===== src/rtl/qspi_slv_pkg.sv =====
package qspi_slv_pkg;
  localparam int WORD_W = 16;
  localparam int CNT_W  = 5;

  typedef logic [WORD_W-1:0] word_t;

  typedef struct packed {
    logic [3:0] wlen;
    logic       cpha;
    logic       cpol;
    logic       master;
    logic       en;
  } ctrl_t;

  localparam logic [1:0] RGN_REG = 2'd0;
  localparam logic [1:0] RGN_TX  = 2'd1;
  localparam logic [1:0] RGN_RX  = 2'd2;

  localparam logic [2:0] REG_CTRL = 3'd0;
  localparam logic [2:0] REG_NEWQ = 3'd1;
  localparam logic [2:0] REG_ENDQ = 3'd2;
  localparam logic [2:0] REG_CPTQ = 3'd3;
  localparam logic [2:0] REG_STAT = 3'd4;

  function automatic logic [CNT_W-1:0] wlen_bits(input logic [3:0] code);
    return (code == 4'd0) ? CNT_W'(WORD_W) : {1'b0, code};
  endfunction
endpackage


===== src/rtl/qspi_slv_sync.sv =====
module qspi_slv_sync #(
  parameter int           W       = 1,
  parameter logic [W-1:0] RST_VAL = '0
) (
  input  logic         clk,
  input  logic         rst_n,
  input  logic [W-1:0] d,
  output logic [W-1:0] q
);
  for (genvar g = 0; g < W; g++) begin : g_bit
    logic meta_q, sync_q;
    always_ff @(posedge clk or negedge rst_n) begin
      if (!rst_n) begin
        meta_q <= RST_VAL[g];
        sync_q <= RST_VAL[g];
      end else begin
        meta_q <= d[g];
        sync_q <= meta_q;
      end
    end
    assign q[g] = sync_q;
  end
endmodule


===== src/rtl/qspi_slv_ram.sv =====
module qspi_slv_ram #(
  parameter int DW  = 16,
  parameter int AW  = 4,
  parameter int NRD = 1
) (
  input  logic                    clk,
  input  logic                    we,
  input  logic [AW-1:0]           waddr,
  input  logic [DW-1:0]           wdata,
  input  logic [NRD-1:0][AW-1:0]  raddr,
  output logic [NRD-1:0][DW-1:0]  rdata
);
  localparam int DEPTH = 1 << AW;

  logic [DW-1:0] mem [DEPTH];

  always_ff @(posedge clk) begin
    if (we) mem[waddr] <= wdata;
  end

  for (genvar g = 0; g < NRD; g++) begin : g_rd
    assign rdata[g] = mem[raddr[g]];
  end
endmodule


===== src/rtl/qspi_slv_shifter.sv =====
module qspi_slv_shifter
  import qspi_slv_pkg::*;
(
  input  logic             clk,
  input  logic             rst_n,
  input  logic             active,
  input  logic             ss_n_s,
  input  logic             sck_s,
  input  logic             mosi_s,
  input  logic             cpol,
  input  logic             cpha,
  input  logic [CNT_W-1:0] nbits,
  input  word_t            tx_word,
  output logic             miso_bit,
  output logic             word_done,
  output word_t            rx_word
);
  logic             sck_d_q, ss_d_q;
  logic [CNT_W-1:0] cnt_q, cnt_d;
  word_t            shreg_q, shreg_d, rxreg_q, rxreg_d, rx_shift;
  logic             miso_q, miso_d, skip_q, skip_d, load_q, load_d;
  logic             sck_rise, sck_fall, lead, trail, samp, drv, run, start;
  logic [CNT_W-1:0] shamt;

  assign sck_rise = sck_s & ~sck_d_q;
  assign sck_fall = ~sck_s & sck_d_q;
  assign lead     = cpol ? sck_fall : sck_rise;
  assign trail    = cpol ? sck_rise : sck_fall;
  assign samp     = cpha ? trail : lead;
  assign drv      = cpha ? lead : trail;
  assign run      = active & ~ss_n_s;
  assign start    = run & ss_d_q;
  assign rx_shift = {rxreg_q[WORD_W-2:0], mosi_s};
  assign shamt    = CNT_W'(WORD_W) - nbits;

  always_comb begin
    cnt_d     = cnt_q;
    shreg_d   = shreg_q;
    rxreg_d   = rxreg_q;
    miso_d    = miso_q;
    skip_d    = skip_q;
    load_d    = load_q;
    word_done = 1'b0;
    if (!run) begin
      cnt_d  = '0;
      skip_d = 1'b0;
      load_d = 1'b0;
    end else if (start) begin
      cnt_d   = '0;
      rxreg_d = '0;
      skip_d  = 1'b0;
      load_d  = 1'b1;
    end else begin
      if (load_q) begin
        shreg_d = tx_word << shamt;
        load_d  = 1'b0;
      end else if (drv) begin
        if (skip_q) begin
          skip_d = 1'b0;
        end else begin
          miso_d  = shreg_q[WORD_W-1];
          shreg_d = shreg_q << 1;
        end
      end
      if (samp) begin
        if (cnt_q == nbits - 1'b1) begin
          word_done = 1'b1;
          cnt_d     = '0;
          rxreg_d   = '0;
          load_d    = 1'b1;
          skip_d    = ~cpha;
        end else begin
          cnt_d   = cnt_q + 1'b1;
          rxreg_d = rx_shift;
        end
      end
    end
  end

  always_ff @(posedge clk or negedge rst_n) begin
    if (!rst_n) begin
      sck_d_q <= 1'b0;
      ss_d_q  <= 1'b1;
      cnt_q   <= '0;
      shreg_q <= '0;
      rxreg_q <= '0;
      miso_q  <= 1'b0;
      skip_q  <= 1'b0;
      load_q  <= 1'b0;
    end else begin
      sck_d_q <= sck_s;
      ss_d_q  <= ss_n_s;
      cnt_q   <= cnt_d;
      shreg_q <= shreg_d;
      rxreg_q <= rxreg_d;
      miso_q  <= miso_d;
      skip_q  <= skip_d;
      load_q  <= load_d;
    end
  end

  assign miso_bit = cpha ? miso_q : shreg_q[WORD_W-1];
  assign rx_word  = rx_shift;

  // the bit counter never reaches the word length
  p_cnt_range_r4: assert property (@(posedge clk) disable iff (!rst_n)
    run |-> (cnt_q < nbits));

  // the post-load drive skip exists only for phase 0
  p_skip_phase_r9: assert property (@(posedge clk) disable iff (!rst_n)
    skip_q |-> !cpha);

  // select high always leaves the counter at zero
  p_abort_clears_r6: assert property (@(posedge clk) disable iff (!rst_n)
    $rose(ss_n_s) |=> (cnt_q == '0));
endmodule


===== src/rtl/qspi_slave_engine.sv =====
module qspi_slave_engine
  import qspi_slv_pkg::*;
#(
  parameter int PTR_W = 4
) (
  input  logic               clk,
  input  logic               rst_n,
  input  logic               host_we,
  input  logic [PTR_W+1:0]   host_addr,
  input  logic [WORD_W-1:0]  host_wdata,
  output logic [WORD_W-1:0]  host_rdata,
  input  logic               spi_sck,
  input  logic               spi_mosi,
  input  logic               spi_ss_n,
  output logic               spi_miso,
  output logic               spi_miso_oe
);
  localparam int NSYNC = 3;

  logic [NSYNC-1:0] pins_s;
  logic             sck_s, mosi_s, ss_n_s;

  qspi_slv_sync #(.W(NSYNC), .RST_VAL(3'b100)) u_sync (
    .clk   (clk),
    .rst_n (rst_n),
    .d     ({spi_ss_n, spi_mosi, spi_sck}),
    .q     (pins_s)
  );
  assign {ss_n_s, mosi_s, sck_s} = pins_s;

  // host decode
  logic [1:0]       region;
  logic [PTR_W-1:0] idx;
  logic [2:0]       reg_sel;
  logic             reg_wr, ptr_wr, tx_wr;

  assign region  = host_addr[PTR_W+1:PTR_W];
  assign idx     = host_addr[PTR_W-1:0];
  assign reg_sel = idx[2:0];
  assign reg_wr  = host_we && (region == RGN_REG);
  assign ptr_wr  = reg_wr && (reg_sel == REG_NEWQ);
  assign tx_wr   = host_we && (region == RGN_TX);

  // control and pointer state
  ctrl_t            ctrl_q, ctrl_d;
  logic [PTR_W-1:0] wptr_q, wptr_d, endp_q, endp_d, cptr_q, cptr_d;
  logic             done_q, done_d;
  logic             slave_on, active, word_done, miso_bit;
  logic [CNT_W-1:0] nbits;
  word_t            rx_word;

  assign slave_on = ctrl_q.en & ~ctrl_q.master;
  assign active   = slave_on & ~done_q;
  assign nbits    = wlen_bits(ctrl_q.wlen);

  always_comb begin
    ctrl_d = ctrl_q;
    wptr_d = wptr_q;
    endp_d = endp_q;
    cptr_d = cptr_q;
    done_d = done_q;
    if (word_done) begin
      cptr_d = wptr_q;
      if (wptr_q == endp_q) done_d = 1'b1;
      else                  wptr_d = wptr_q + 1'b1;
    end
    if (reg_wr) begin
      case (reg_sel)
        REG_CTRL: ctrl_d = ctrl_t'(host_wdata[7:0]);
        REG_NEWQ: begin
          wptr_d = host_wdata[PTR_W-1:0];
          done_d = 1'b0;
        end
        REG_ENDQ: endp_d = host_wdata[PTR_W-1:0];
        default:  ;
      endcase
    end
  end

  always_ff @(posedge clk or negedge rst_n) begin
    if (!rst_n) begin
      ctrl_q <= '0;
      wptr_q <= '0;
      endp_q <= '0;
      cptr_q <= '0;
      done_q <= 1'b0;
    end else begin
      ctrl_q <= ctrl_d;
      wptr_q <= wptr_d;
      endp_q <= endp_d;
      cptr_q <= cptr_d;
      done_q <= done_d;
    end
  end

  // queue RAMs
  logic [1:0][PTR_W-1:0]  tx_raddr;
  logic [1:0][WORD_W-1:0] tx_rdata;
  logic [0:0][PTR_W-1:0]  rx_raddr;
  logic [0:0][WORD_W-1:0] rx_rdata;

  assign tx_raddr = {wptr_q, idx};
  assign rx_raddr = idx;

  qspi_slv_ram #(.DW(WORD_W), .AW(PTR_W), .NRD(2)) u_tx_ram (
    .clk   (clk),
    .we    (tx_wr),
    .waddr (idx),
    .wdata (host_wdata),
    .raddr (tx_raddr),
    .rdata (tx_rdata)
  );

  qspi_slv_ram #(.DW(WORD_W), .AW(PTR_W), .NRD(1)) u_rx_ram (
    .clk   (clk),
    .we    (word_done),
    .waddr (wptr_q),
    .wdata (rx_word),
    .raddr (rx_raddr),
    .rdata (rx_rdata)
  );

  qspi_slv_shifter u_shift (
    .clk       (clk),
    .rst_n     (rst_n),
    .active    (active),
    .ss_n_s    (ss_n_s),
    .sck_s     (sck_s),
    .mosi_s    (mosi_s),
    .cpol      (ctrl_q.cpol),
    .cpha      (ctrl_q.cpha),
    .nbits     (nbits),
    .tx_word   (tx_rdata[1]),
    .miso_bit  (miso_bit),
    .word_done (word_done),
    .rx_word   (rx_word)
  );

  assign spi_miso_oe = slave_on & ~ss_n_s;
  assign spi_miso    = spi_miso_oe & miso_bit;

  // host read mux
  always_comb begin
    host_rdata = '0;
    case (region)
      RGN_REG: begin
        case (reg_sel)
          REG_CTRL: host_rdata = {8'h00, ctrl_q};
          REG_NEWQ: host_rdata = WORD_W'(wptr_q);
          REG_ENDQ: host_rdata = WORD_W'(endp_q);
          REG_CPTQ: host_rdata = WORD_W'(cptr_q);
          REG_STAT: host_rdata = WORD_W'(done_q);
          default:  host_rdata = '0;
        endcase
      end
      RGN_TX:  host_rdata = tx_rdata[0];
      RGN_RX:  host_rdata = rx_rdata[0];
      default: host_rdata = '0;
    endcase
  end

  // completed pointer records the address of the finished word
  p_cptr_track_r5: assert property (@(posedge clk) disable iff (!rst_n)
    word_done && !ptr_wr |=> cptr_q == $past(wptr_q));

  // pointer steps by one when the word was not the last
  p_ptr_step_r5: assert property (@(posedge clk) disable iff (!rst_n)
    word_done && !ptr_wr && (wptr_q != endp_q) |=> wptr_q == $past(wptr_q) + 1'b1);

  // select rising never moves the pointer
  p_abort_hold_r6: assert property (@(posedge clk) disable iff (!rst_n)
    $rose(ss_n_s) && !ptr_wr |=> $stable(wptr_q));

  // once done, the queue is frozen until the host rewrites it
  p_done_freeze_r8: assert property (@(posedge clk) disable iff (!rst_n)
    done_q && !ptr_wr |=> $stable(wptr_q) && done_q);

  // no word completes unless enabled in slave mode
  p_gate_r2: assert property (@(posedge clk) disable iff (!rst_n)
    !slave_on |-> !word_done);

  // output enable stays low while select is high
  p_oe_r10: assert property (@(posedge clk) disable iff (!rst_n)
    ss_n_s |-> !spi_miso_oe);
endmodule


===== config.mk =====
export PLATFORM = sky130hd
export DESIGN_NAME = qspi_slave_engine
export DESIGN_NICKNAME = d
export VERILOG_FILES = /design/src/rtl/qspi_slv_pkg.sv /design/src/rtl/qspi_slv_sync.sv /design/src/rtl/qspi_slv_ram.sv /design/src/rtl/qspi_slv_shifter.sv /design/src/rtl/qspi_slave_engine.sv
export SDC_FILE = /design/constraint.sdc
export NUM_CORES = 1
export LEC_CHECK = 0
export ABC_AREA = 0
export BUFFER_PORTS_ARGS = -buffer_cell sky130_fd_sc_hd__buf_2
export CAP_MARGIN = 20
export CELL_PAD_IN_SITES_DETAIL_PLACEMENT = 2
export CELL_PAD_IN_SITES_GLOBAL_PLACEMENT = 2
export CORE_UTILIZATION = 50
export DETAILED_ROUTE_END_ITERATION = 8
export HOLD_SLACK_MARGIN = 0.12
export PLACE_DENSITY = 0.92
export SYNTH_ARGS = -nofsm -noshare
export SYNTH_HDL_FRONTEND = slang
export SYNTH_SLANG_ARGS = --single-unit

===== constraint.sdc =====
create_clock -name clk -period 4.6 [get_ports clk]
set_clock_uncertainty 0.2 [all_clocks]
set_input_delay 0.69 -clock clk [delete_from_list [all_inputs] [get_ports clk]]
set_output_delay 0.69 -clock clk [all_outputs]
set_load 0.05 [all_outputs]

==> results_dict.tcl, run 1 <==
set metrics [dict create \
    outcome "complete, no violations" \
    nets 1441 \
    via_count 16100 \
    final_util_pct 58.1 \
    path_clk_slew_ps 70 \
    synthXorXnorAreaFrac_pct 0.585 \
    core-area_um2 50400 \
    yosys_warnings 0 \
    drt_first_pass_iters 5 \
    antenna_found_initial 6 \
    dieWidth_um 229 \
    start_util_pct 50.9 \
    ios 46 \
    critPathRequiredTime_ps 4690 \
    portBuffers 45 \
    viasPerCell 7.55 \
    wl_per_cell_um 45.2 \
    dieArea_um2 52200 \
    synth_top_area_share_pct 59.9 \
    holdPathStages 0 \
    max_slew.worst_pin.slew_ps 1280 \
    cp.depth 9 \
    drt_wl_total_um 96200 \
    crit_buf_inv 2 \
    htree_levels 2 \
    clockBufferDepth 3 \
    path_cells "inv_1 > ha_1 > o21ba_2 > o31a_1 > xnor2_1 > nor4_2 > nand2_1 > nor2_2 > buf_4" \
    slowest_delay_ps 710 \
    synth_edf_count 512 \
    p_per_area_nw_per_um2 461 \
    syn_avg_cell_area_um2 19.5 \
    synthCells 1316 \
    clock-sinks 580 \
    num_rows 82 \
    yosysSeqAreaShare_pct 66.6 \
    end_kind "register" \
    syn_area_um2 25700 \
    drc 0 \
    rsz0062_at_grt "false" \
    drt-initial-drc-count 2609 \
    grt_usage_pct 37.7 \
    synth.distinct_cells 64 \
    maxSlewViolCount 0 \
    layout_commonest_cell "edfxtp_1" \
    layout-drive-gt1-share_pct 34.5 \
    path_class "register to register" \
    crit_family "simple AND/OR/NAND/NOR gates" \
    finalHoldViolations 0 \
    antenna_cells 0 \
    numCtsBuffers 60 \
    cp-start-kind "register" \
    dr.max_layer_used "met5" \
    ir_worst_vdd_mv 0.389 \
    synth_ff_type "edfxtp_1" \
    period_minus_slack_ps 4470 \
    wl_met1_um 34100 \
    cts-resized-gates 0 \
    grt_pass1_vias 16700 \
    area_growth_pct 14.1 \
    yosys-top-cells-area "edfxtp_1 60%, mux4_2 19%, dfrtp_1 6.3%" \
    p_leak_nw 9.32 \
    synth_compound_area_share_pct 3.58 \
    grt_overflow 0 \
    die_h_um 229 \
    hpwl_um 57900 \
    fmax_mhz 224 \
    arrival_ps 4560 \
    yosys.area.top_type "edfxtp_1" \
    reg2reg_depth 9 \
    antenna_left 0 \
    wl_met2_um 45600 \
    path_max_fanout 16 \
    hold_path.class "register to register" \
    place_congestion 0.881 \
    synth_nets 1350 \
    async_reset_ff_share_pct 11.7 \
    crit_slowest_cell "nor4_2" \
    synth_mux_area_share_pct 23.5 \
    cts_root_buf "clkbuf_16" \
    setup_tns_ps 0 \
    max-cap-violations 0 \
    setup_viol 0 \
    max_slew_margin_pct 14.9 \
    grt_start_max_net_pins 69 \
    cts_tree "yes" \
    synth_fa_ha_area_share_pct 0.293 \
    met3WireLength_um 10900 \
    grt_first_pass_wirelength_um 136000 \
    clock_latency_ps 660 \
    synthSimpleGateAreaFrac_pct 3.56 \
    finalCritPeriodShare_pct 97.1 \
    final_cell_mix "512 x edfxtp_1, 219 x mux4_2, 62 x clkbuf_16, 62 x dfrtp_1, 58 x buf_4" \
    synth_seq_cells 580 \
    synth_top_family_by_area "multiplexers" \
]
==> what timing repair did <==
action                                 CTS  global route
buffers inserted                         1             0
endpoints found under the hold margin   68             0
hold buffers                             4             0
setup endpoints to repair              238             0
==> where the power goes <==
part / total, mW / internal, mW / switching (mW)
Combinational: 2.10 / 0.793 / 1.31
Sequential: 5.96 / 5.79 / 0.168
Clock: 5.44 / 3.17 / 2.28
Total: 13.5 / 9.75 / 3.75
==> sequential cells by signal, summed over array words and instances, names as in the netlist, 3 cells and up <==
signal,cells
wptr_q,4
u_shift.cnt_q,5
u_rx_ram.mem,256
u_sync.g_bit.meta_q,3
endp_q,4
u_sync.g_bit.sync_q,3
u_shift.shreg_q,16
u_shift.rxreg_q,15
ctrl_q,8
u_tx_ram.mem,256
cptr_q,4
==> cell families (layout without fill, tap and decap cells) <==
| group | after synthesis | after routing |
|---|---|---|
| flops | 580 | 580 |
| simple gates | 196 | 196 |
| xor+xnor | 15 | 15 |
| mux | 292 | 292 |
| fa+ha+maj | 6 | 6 |
| buf+inv | 100 | 243 |
| compound gates | 127 | 127 |
==> Yosys cell counts, types with 4 or more instances <==
| library cell | n |
|---|---|
| and2_1 | 6 |
| clkbuf_1 | 45 |
| a22o_1 | 26 |
| nor2_1 | 62 |
| mux2i_1 | 27 |
| nand4_1 | 7 |
| buf_12 | 4 |
| buf_4 | 4 |
| buf_2 | 16 |
| buf_1 | 15 |
| a21oi_1 | 16 |
| a31oi_1 | 5 |
| nor3_1 | 15 |
| o21ai_0 | 17 |
| o22ai_1 | 12 |
| mux4_2 | 219 |
| xnor2_1 | 11 |
| o21a_1 | 5 |
| nor2b_1 | 16 |
| nand3_1 | 17 |
| dfrtp_1 | 65 |
| a22oi_1 | 14 |
| edfxtp_1 | 512 |
| mux2_2 | 26 |
| ha_1 | 6 |
| nand2_1 | 49 |
| inv_1 | 13 |
| nand2b_1 | 6 |
| mux4_1 | 20 |
| or3_1 | 6 |
==> routing by layer <==
metal	vias to the layer above	global-route usage [%]
li1	5723	-
met1	8537	50.8
met2	1503	58.5
met3	320	7.71
met4	4	19.9
met5	-	0.0919
==> worst reg2reg max path: cells and delay by family, from the launching register on <==
kind	cells	cell delay [ps]
AO/OA/AOI/OAI	2	710
XOR/XNOR	1	210
adder cells (fa/ha/maj)	1	390
buffers and inverters	2	600
flip-flops	1	650
AND/OR/NAND/NOR	3	1340
==> stage by stage <==
stage	power [mW]	setup WS, ps	instance area, µm²	hold slack [ps]	std cells
floorplan	7.28	419	25700	131	1316
global placement	7.82	456	27000	135	2010
detailed placement	8.02	70.1	27000	146	2010
CTS	13.5	232	29200	166	2129
global route	13.7	78.8	29300	171	2131
finish	13.5	132	29300	163	2131
==> final timing paths <==
path	startpoint	slack (ps)	endpoint
max in group asynchronous	rst_n	2860	wptr_q[0]
hold reg to reg	u_sync.g_bit[0].meta_q	160	u_sync.g_bit[0].sync_q
hold / removal	u_sync.g_bit[0].meta_q	160	u_sync.g_bit[0].sync_q
setup reg to reg	ctrl_q[4]	130	u_rx_ram.mem[11][7]
setup / recovery	ctrl_q[4]	130	u_rx_ram.mem[11][7]
min in group asynchronous	rst_n	580	u_shift.load_q
==> final cells by class <==
class | instances | area, µm²
flip-flops and latches | 580 | 17100
fillers | 3996 | 21100
clock buffers | 74 | 1640
inverters | 13 | 48.8
repair buffers | 116 | 933
multi-input cells | 636 | 8190
well taps | 672 | 841
clock inverters | 40 | 539
(Power assumes the default switching activity.)
==> inputs of run 2 (changes only) <==
--- a/config.mk
+++ b/config.mk
@@ -12,8 +12,8 @@
 export CELL_PAD_IN_SITES_GLOBAL_PLACEMENT = 2
 export CORE_UTILIZATION = 50
 export DETAILED_ROUTE_END_ITERATION = 8
-export HOLD_SLACK_MARGIN = 0.12
-export PLACE_DENSITY = 0.92
+export PLACE_DENSITY_LB_ADDON = 0.1
+export RECOVER_POWER = 100
 export SYNTH_ARGS = -nofsm -noshare
 export SYNTH_HDL_FRONTEND = slang
 export SYNTH_SLANG_ARGS = --single-unit
==> results_dict.tcl, run 2 (synthesis gave the netlist of run 1 again) <==
set metrics [dict create \
    wl_per_cell_um 37.6 \
    dieArea_um2 52200 \
    crit_buf_inv 3 \
    period_minus_slack_ps 4460 \
    p_per_area_nw_per_um2 444 \
    holdWs_ps -31.3 \
    die_h_um 229 \
    drt_wl_total_um 80000 \
    nets 1442 \
    crit_slowest_cell "clkbuf_1" \
    cp-start-kind "input port" \
    place_congestion 0.849 \
    antenna_left 0 \
    critPathRequiredTime_ps 3710 \
    dieWidth_um 229 \
    via_count 14600 \
    grt_usage_pct 31.3 \
    viasPerCell 6.85 \
    start_util_pct 50.9 \
    cts_root_buf "clkbuf_16" \
    hold_path.class "input port to asynchronous set/reset pin" \
    arrival_ps 3570 \
    setup_tns_ps 0 \
    nFillCells 4164 \
    grt_pass1_vias 15600 \
    crit_family "buffers and inverters" \
    finalWorstSetupSlack_ps 144 \
    maxSlewViolCount 102 \
    setup_viol 0 \
    antenna_found_initial 2 \
    area_growth_pct 12.2 \
    clock_latency_ps 650 \
    path_cells "buf_6 > clkbuf_1 > mux4_2 > mux4_2 > a22oi_1 > o22ai_1 > clkbuf_2" \
    max_slew_margin_pct -8.93 \
    largest_registers "u_rx_ram.mem (256), u_tx_ram.mem (256), u_shift.shreg_q (16)" \
    cts_tree "yes" \
    grt_first_pass_wirelength_um 116000 \
    violations "negative hold slack, max-capacitance violations, max-slew violations" \
    max-cap-violations 6 \
    finalPower_mw 12.8 \
    fin_cells 2129 \
    clockBufferDepth 3 \
    dp_cells 2014 \
    end_kind "output port" \
    fmax_mhz 224 \
    ios 46 \
    ir_worst_vdd_mv 0.321 \
    layout-drive-gt1-share_pct 29.3 \
    portBuffers 45 \
    final_cell_mix "512 x edfxtp_1, 219 x mux4_2, 62 x dfrtp_1" \
    num_rows 82 \
    outcome "complete, but fails checks" \
    htree_levels 2 \
    path_class "input port to output port" \
    drt_first_pass_iters 5 \
    path_clk_slew_ps 60 \
    post-cts-setup-buffers 0 \
    p_leak_nw 9.04 \
    drt-initial-drc-count 1640 \
    finalCritPeriodShare_pct 96.9 \
    grt_overflow 0 \
    drc 0 \
    rsz0062_at_grt "false" \
    max_slew.worst_pin.slew_ps 1630 \
    numCtsBuffers 60 \
    slowest_delay_ps 700 \
    path_max_fanout 63 \
    core-area_um2 50400 \
    grt_start_max_net_pins 69 \
    hpwl_um 52200 \
    clock-sinks 580 \
    finalHoldViolations 9 \
    crit_top_cell "mux4_2" \
    layout_commonest_cell "edfxtp_1" \
    post-place-ws_ps 293 \
]
==> run 2: cell types whose count changed in the layout (fill, tap and decap cells not counted), moves of 6 or more <==
| cell | delta |
|---|---|
| buf_2 | -24 |
| buf_4 | -30 |
| clkbuf_1 | +52 |
| clkbuf_2 | +18 |
| clkinv_4 | -6 |
| clkinvlp_4 | -6 |
| nor2_1 | +10 |
| nor2_2 | -10 |
==> run 2: power breakdown <==
group          internal [mW]  total, mW  switching (mW)  leakage [nW]
combinational          0.760       1.90            1.14          3.06
clock                   2.81       4.91            2.09         0.952
sequential              5.80       5.97           0.171          5.03
total                   9.37       12.8            3.40          9.04
==> run 2: routing by layer <==
| layer | vias up | global-route usage (%) | routed length [µm] |
|---|---|---|---|
| met2 | 725 | 50.6 | 39300 |
| met1 | 8002 | 44.9 | 32900 |
| met5 | - | 0 | 31 |
| li1 | 5725 | - | - |
| met4 | 4 | 9.17 | 2190 |
| met3 | 129 | 4.55 | 5610 |
==> run 2: area by class of cell <==
type	count	area, µm²	area share [%]
Inverter	13	48.8	0.170
Sequential cell	580	17100	59.4
Clock inverter	28	308	1.07
Multi-Input combinational cell	636	8130	28.3
Antenna cell	1	2.50	0.00870
Clock buffer	82	1630	5.68
Timing Repair Buffer	117	723	2.51
Tap cell	672	841	2.92
==> run 2: what timing repair did <==
action / 4_1_cts / 5_1_grt
setup endpoints to repair: 0 / 1
gates resized for setup: 0 / 1
hold endpoints to repair: 3 / 0
hold buffers: 3 / 0
==> run 2: worst register-to-register path: cells and delay by family (launching register included) <==
family,cells,cell delay (ps)
AND/OR/NAND/NOR,4,1470
adder cells (fa/ha/maj),1,360
buffers and inverters,2,750
XOR/XNOR,2,660
flip-flops,1,580
==> run 2: stage by stage <==
step	hold WS, ps	util [%]	instance area (µm²)
floorplan	131	-	25700
global placement	142	53.6	27000
detailed placement	147	53.6	27000
CTS	1.08	57.5	29000
global route	42.1	57.1	28800
finish	-31.3	57.1	28800
==> run 2: worst paths after layout <==
check / start / end / slack, ps / cells past startpoint
setup / recovery: host_addr[1] / host_rdata[6] / 140 / 7
hold / removal: rst_n / u_shift.shreg_q[0] / -30 / 1
setup reg to reg: ctrl_q[4] / u_rx_ram.mem[15][10] / 200 / 9
hold reg to reg: u_sync.g_bit[0].meta_q / u_sync.g_bit[0].sync_q / 150 / 0
max in group asynchronous: rst_n / wptr_q[0] / 3540 / 1
min in group clk: u_sync.g_bit[0].meta_q / u_sync.g_bit[0].sync_q / 150 / 0
==> inputs of run 3 (changes only) <==
--- a/config.mk
+++ b/config.mk
@@ -12,7 +12,7 @@
 export CELL_PAD_IN_SITES_GLOBAL_PLACEMENT = 2
 export CORE_UTILIZATION = 50
 export DETAILED_ROUTE_END_ITERATION = 8
-export PLACE_DENSITY_LB_ADDON = 0.1
+export PLACE_DENSITY_LB_ADDON = 0.3
 export RECOVER_POWER = 100
 export SYNTH_ARGS = -nofsm -noshare
 export SYNTH_HDL_FRONTEND = slang
==> results_dict.tcl, run 3 (synthesis gave the netlist of run 1 again) <==
set metrics [dict create \
    grt_overflow 0 \
    setup_tns_ps 0 \
    setup_viol 0 \
    multi_input_area_um2 8110 \
    slowest_delay_ps 620 \
    max_slew_margin_pct -32.5 \
    dieWidth_um 229 \
    path_max_fanout 34 \
    clockBufferDepth 3 \
    cts_root_buf "clkbuf_16" \
    nFillCells 4169 \
    grt_pass1_vias 16200 \
    die_h_um 229 \
    crit_family "buffers and inverters" \
    seq_area_um2 17100 \
    rsz0062_at_grt "false" \
    htree_levels 2 \
    drt_wl_total_um 84500 \
    drt_first_pass_iters 5 \
    fin_cells 2130 \
    start_util_pct 50.9 \
    clock-sinks 580 \
    violations "max-capacitance violations, max-slew violations" \
    finalPower_mw 13.0 \
    finalCritPeriodShare_pct 95.1 \
    final_cell_mix "512 x edfxtp_1, 219 x mux4_2, 62 x dfrtp_1" \
    postPlaceCellArea_um2 27000 \
    hold_path.class "register to register" \
    area_growth_pct 12.3 \
    crit_top_cell "mux4_2" \
    path_cells "clkbuf_8 > buf_2 > mux4_2 > mux4_2 > a22o_1 > clkbuf_2" \
    arrival_ps 3490 \
    outcome "complete, but fails checks" \
    finalHoldViolations 0 \
    drc 0 \
    period_minus_slack_ps 4380 \
    viasPerCell 7.06 \
    post-cts-setup-buffers 0 \
    portBuffers 45 \
    antenna_found_initial 3 \
    layout_commonest_cell "edfxtp_1" \
    nets 1440 \
    p_per_area_nw_per_um2 451 \
    fmax_mhz 229 \
    place_congestion 0.829 \
    core-area_um2 50400 \
    max_slew.worst_pin.slew_ps 1990 \
    num_rows 82 \
    hpwl_um 50900 \
    startpoint "host_addr[0]" \
    via_count 15000 \
    clock_latency_ps 650 \
    p_leak_nw 9.07 \
    r2r-start "ctrl_q[4]" \
    crit_slowest_cell "buf_2" \
    numCtsBuffers 60 \
    maxSlewViolCount 103 \
    grt_first_pass_wirelength_um 122000 \
    dieArea_um2 52200 \
    ios 46 \
    stdcell_area_um2 28800 \
    max-cap-violations 3 \
    critPathRequiredTime_ps 3710 \
    wl_per_cell_um 39.7 \
    cts_tree "yes" \
    path_class "input port to output port" \
    drt-initial-drc-count 1773 \
    path_clk_slew_ps 60 \
    grt_start_max_net_pins 73 \
    end_kind "output port" \
    largest_registers "u_rx_ram.mem (256), u_tx_ram.mem (256), u_shift.shreg_q (16)" \
    ir_worst_vdd_mv 0.353 \
    crit_buf_inv 3 \
    min-delay-start "u_sync.g_bit[1].meta_q" \
    grt_usage_pct 33.2 \
    layout-drive-gt1-share_pct 29.3 \
    cp-start-kind "input port" \
    antenna_left 0 \
    dp_cells 2013 \
]
## run 3: path summary, 6_finish.rpt
check / endpoint / slack [ps] / depth (start not counted)
max in group asynchronous: wptr_q[1] / 2470 / 1
setup reg to reg: u_rx_ram.mem[7][15] / 230 / 9
min in group asynchronous: u_shift.shreg_q[3] / 390 / 1
hold reg to reg: u_sync.g_bit[1].sync_q / 160 / 0
setup / recovery: host_rdata[9] / 220 / 6
hold / removal: u_sync.g_bit[1].sync_q / 160 / 0
## run 3: final cells by class
class,instances,area share (%)
sequential,580,59.3
clock inverter,30,1.29
clock buffer,82,5.64
timing repair buffer,115,2.54
multi-input combinational,636,28.1
tap,672,2.92
inverter,13,0.169
antenna,2,0.0174
## run 3: power by group
| part | total (mW) | internal (mW) | switching [mW] |
|---|---|---|---|
| Clock | 5.11 | 2.92 | 2.18 |
| Combinational | 1.93 | 0.759 | 1.17 |
| Sequential | 5.97 | 5.80 | 0.170 |
| Total | 13.0 | 9.48 | 3.52 |
## run 3: timing repair
action                                  CTS  global route
resized for setup                         0             1
hold buffers                              3             0
endpoints found under the setup margin    0           170
hold endpoints to repair                  3             0
## run 3: metal layers
metal	track usage, %	up-vias	wire, µm
met5	0	-	13
met4	14.1	2	3670
met3	5.43	201	6110
met2	54.8	831	42200
met1	44.0	8277	32500
li1	-	5730	-
## run 3: worst register-to-register path: stages (launching register included)
cell and delay [ps]:
dfrtp_1 600, inv_1 180, ha_1 350, xnor2_4 540
xnor2_1 120, or4_1 490, nor4_4 540, nand2_1 290
nor2_1 240, clkbuf_4 450
## run 3: stage by stage
| stage | util (%) | hold WS [ps] | setup slack [ps] |
|---|---|---|---|
| final | 57.2 | 161 | 225 |
| after floorplan | - | 131 | 419 |
| after CTS | 57.6 | 38.8 | 96.2 |
| after global routing | 57.2 | 170 | 60.8 |
| after global placement | 53.6 | 133 | 524 |
| after detailed placement | 53.6 | 138 | 206 |
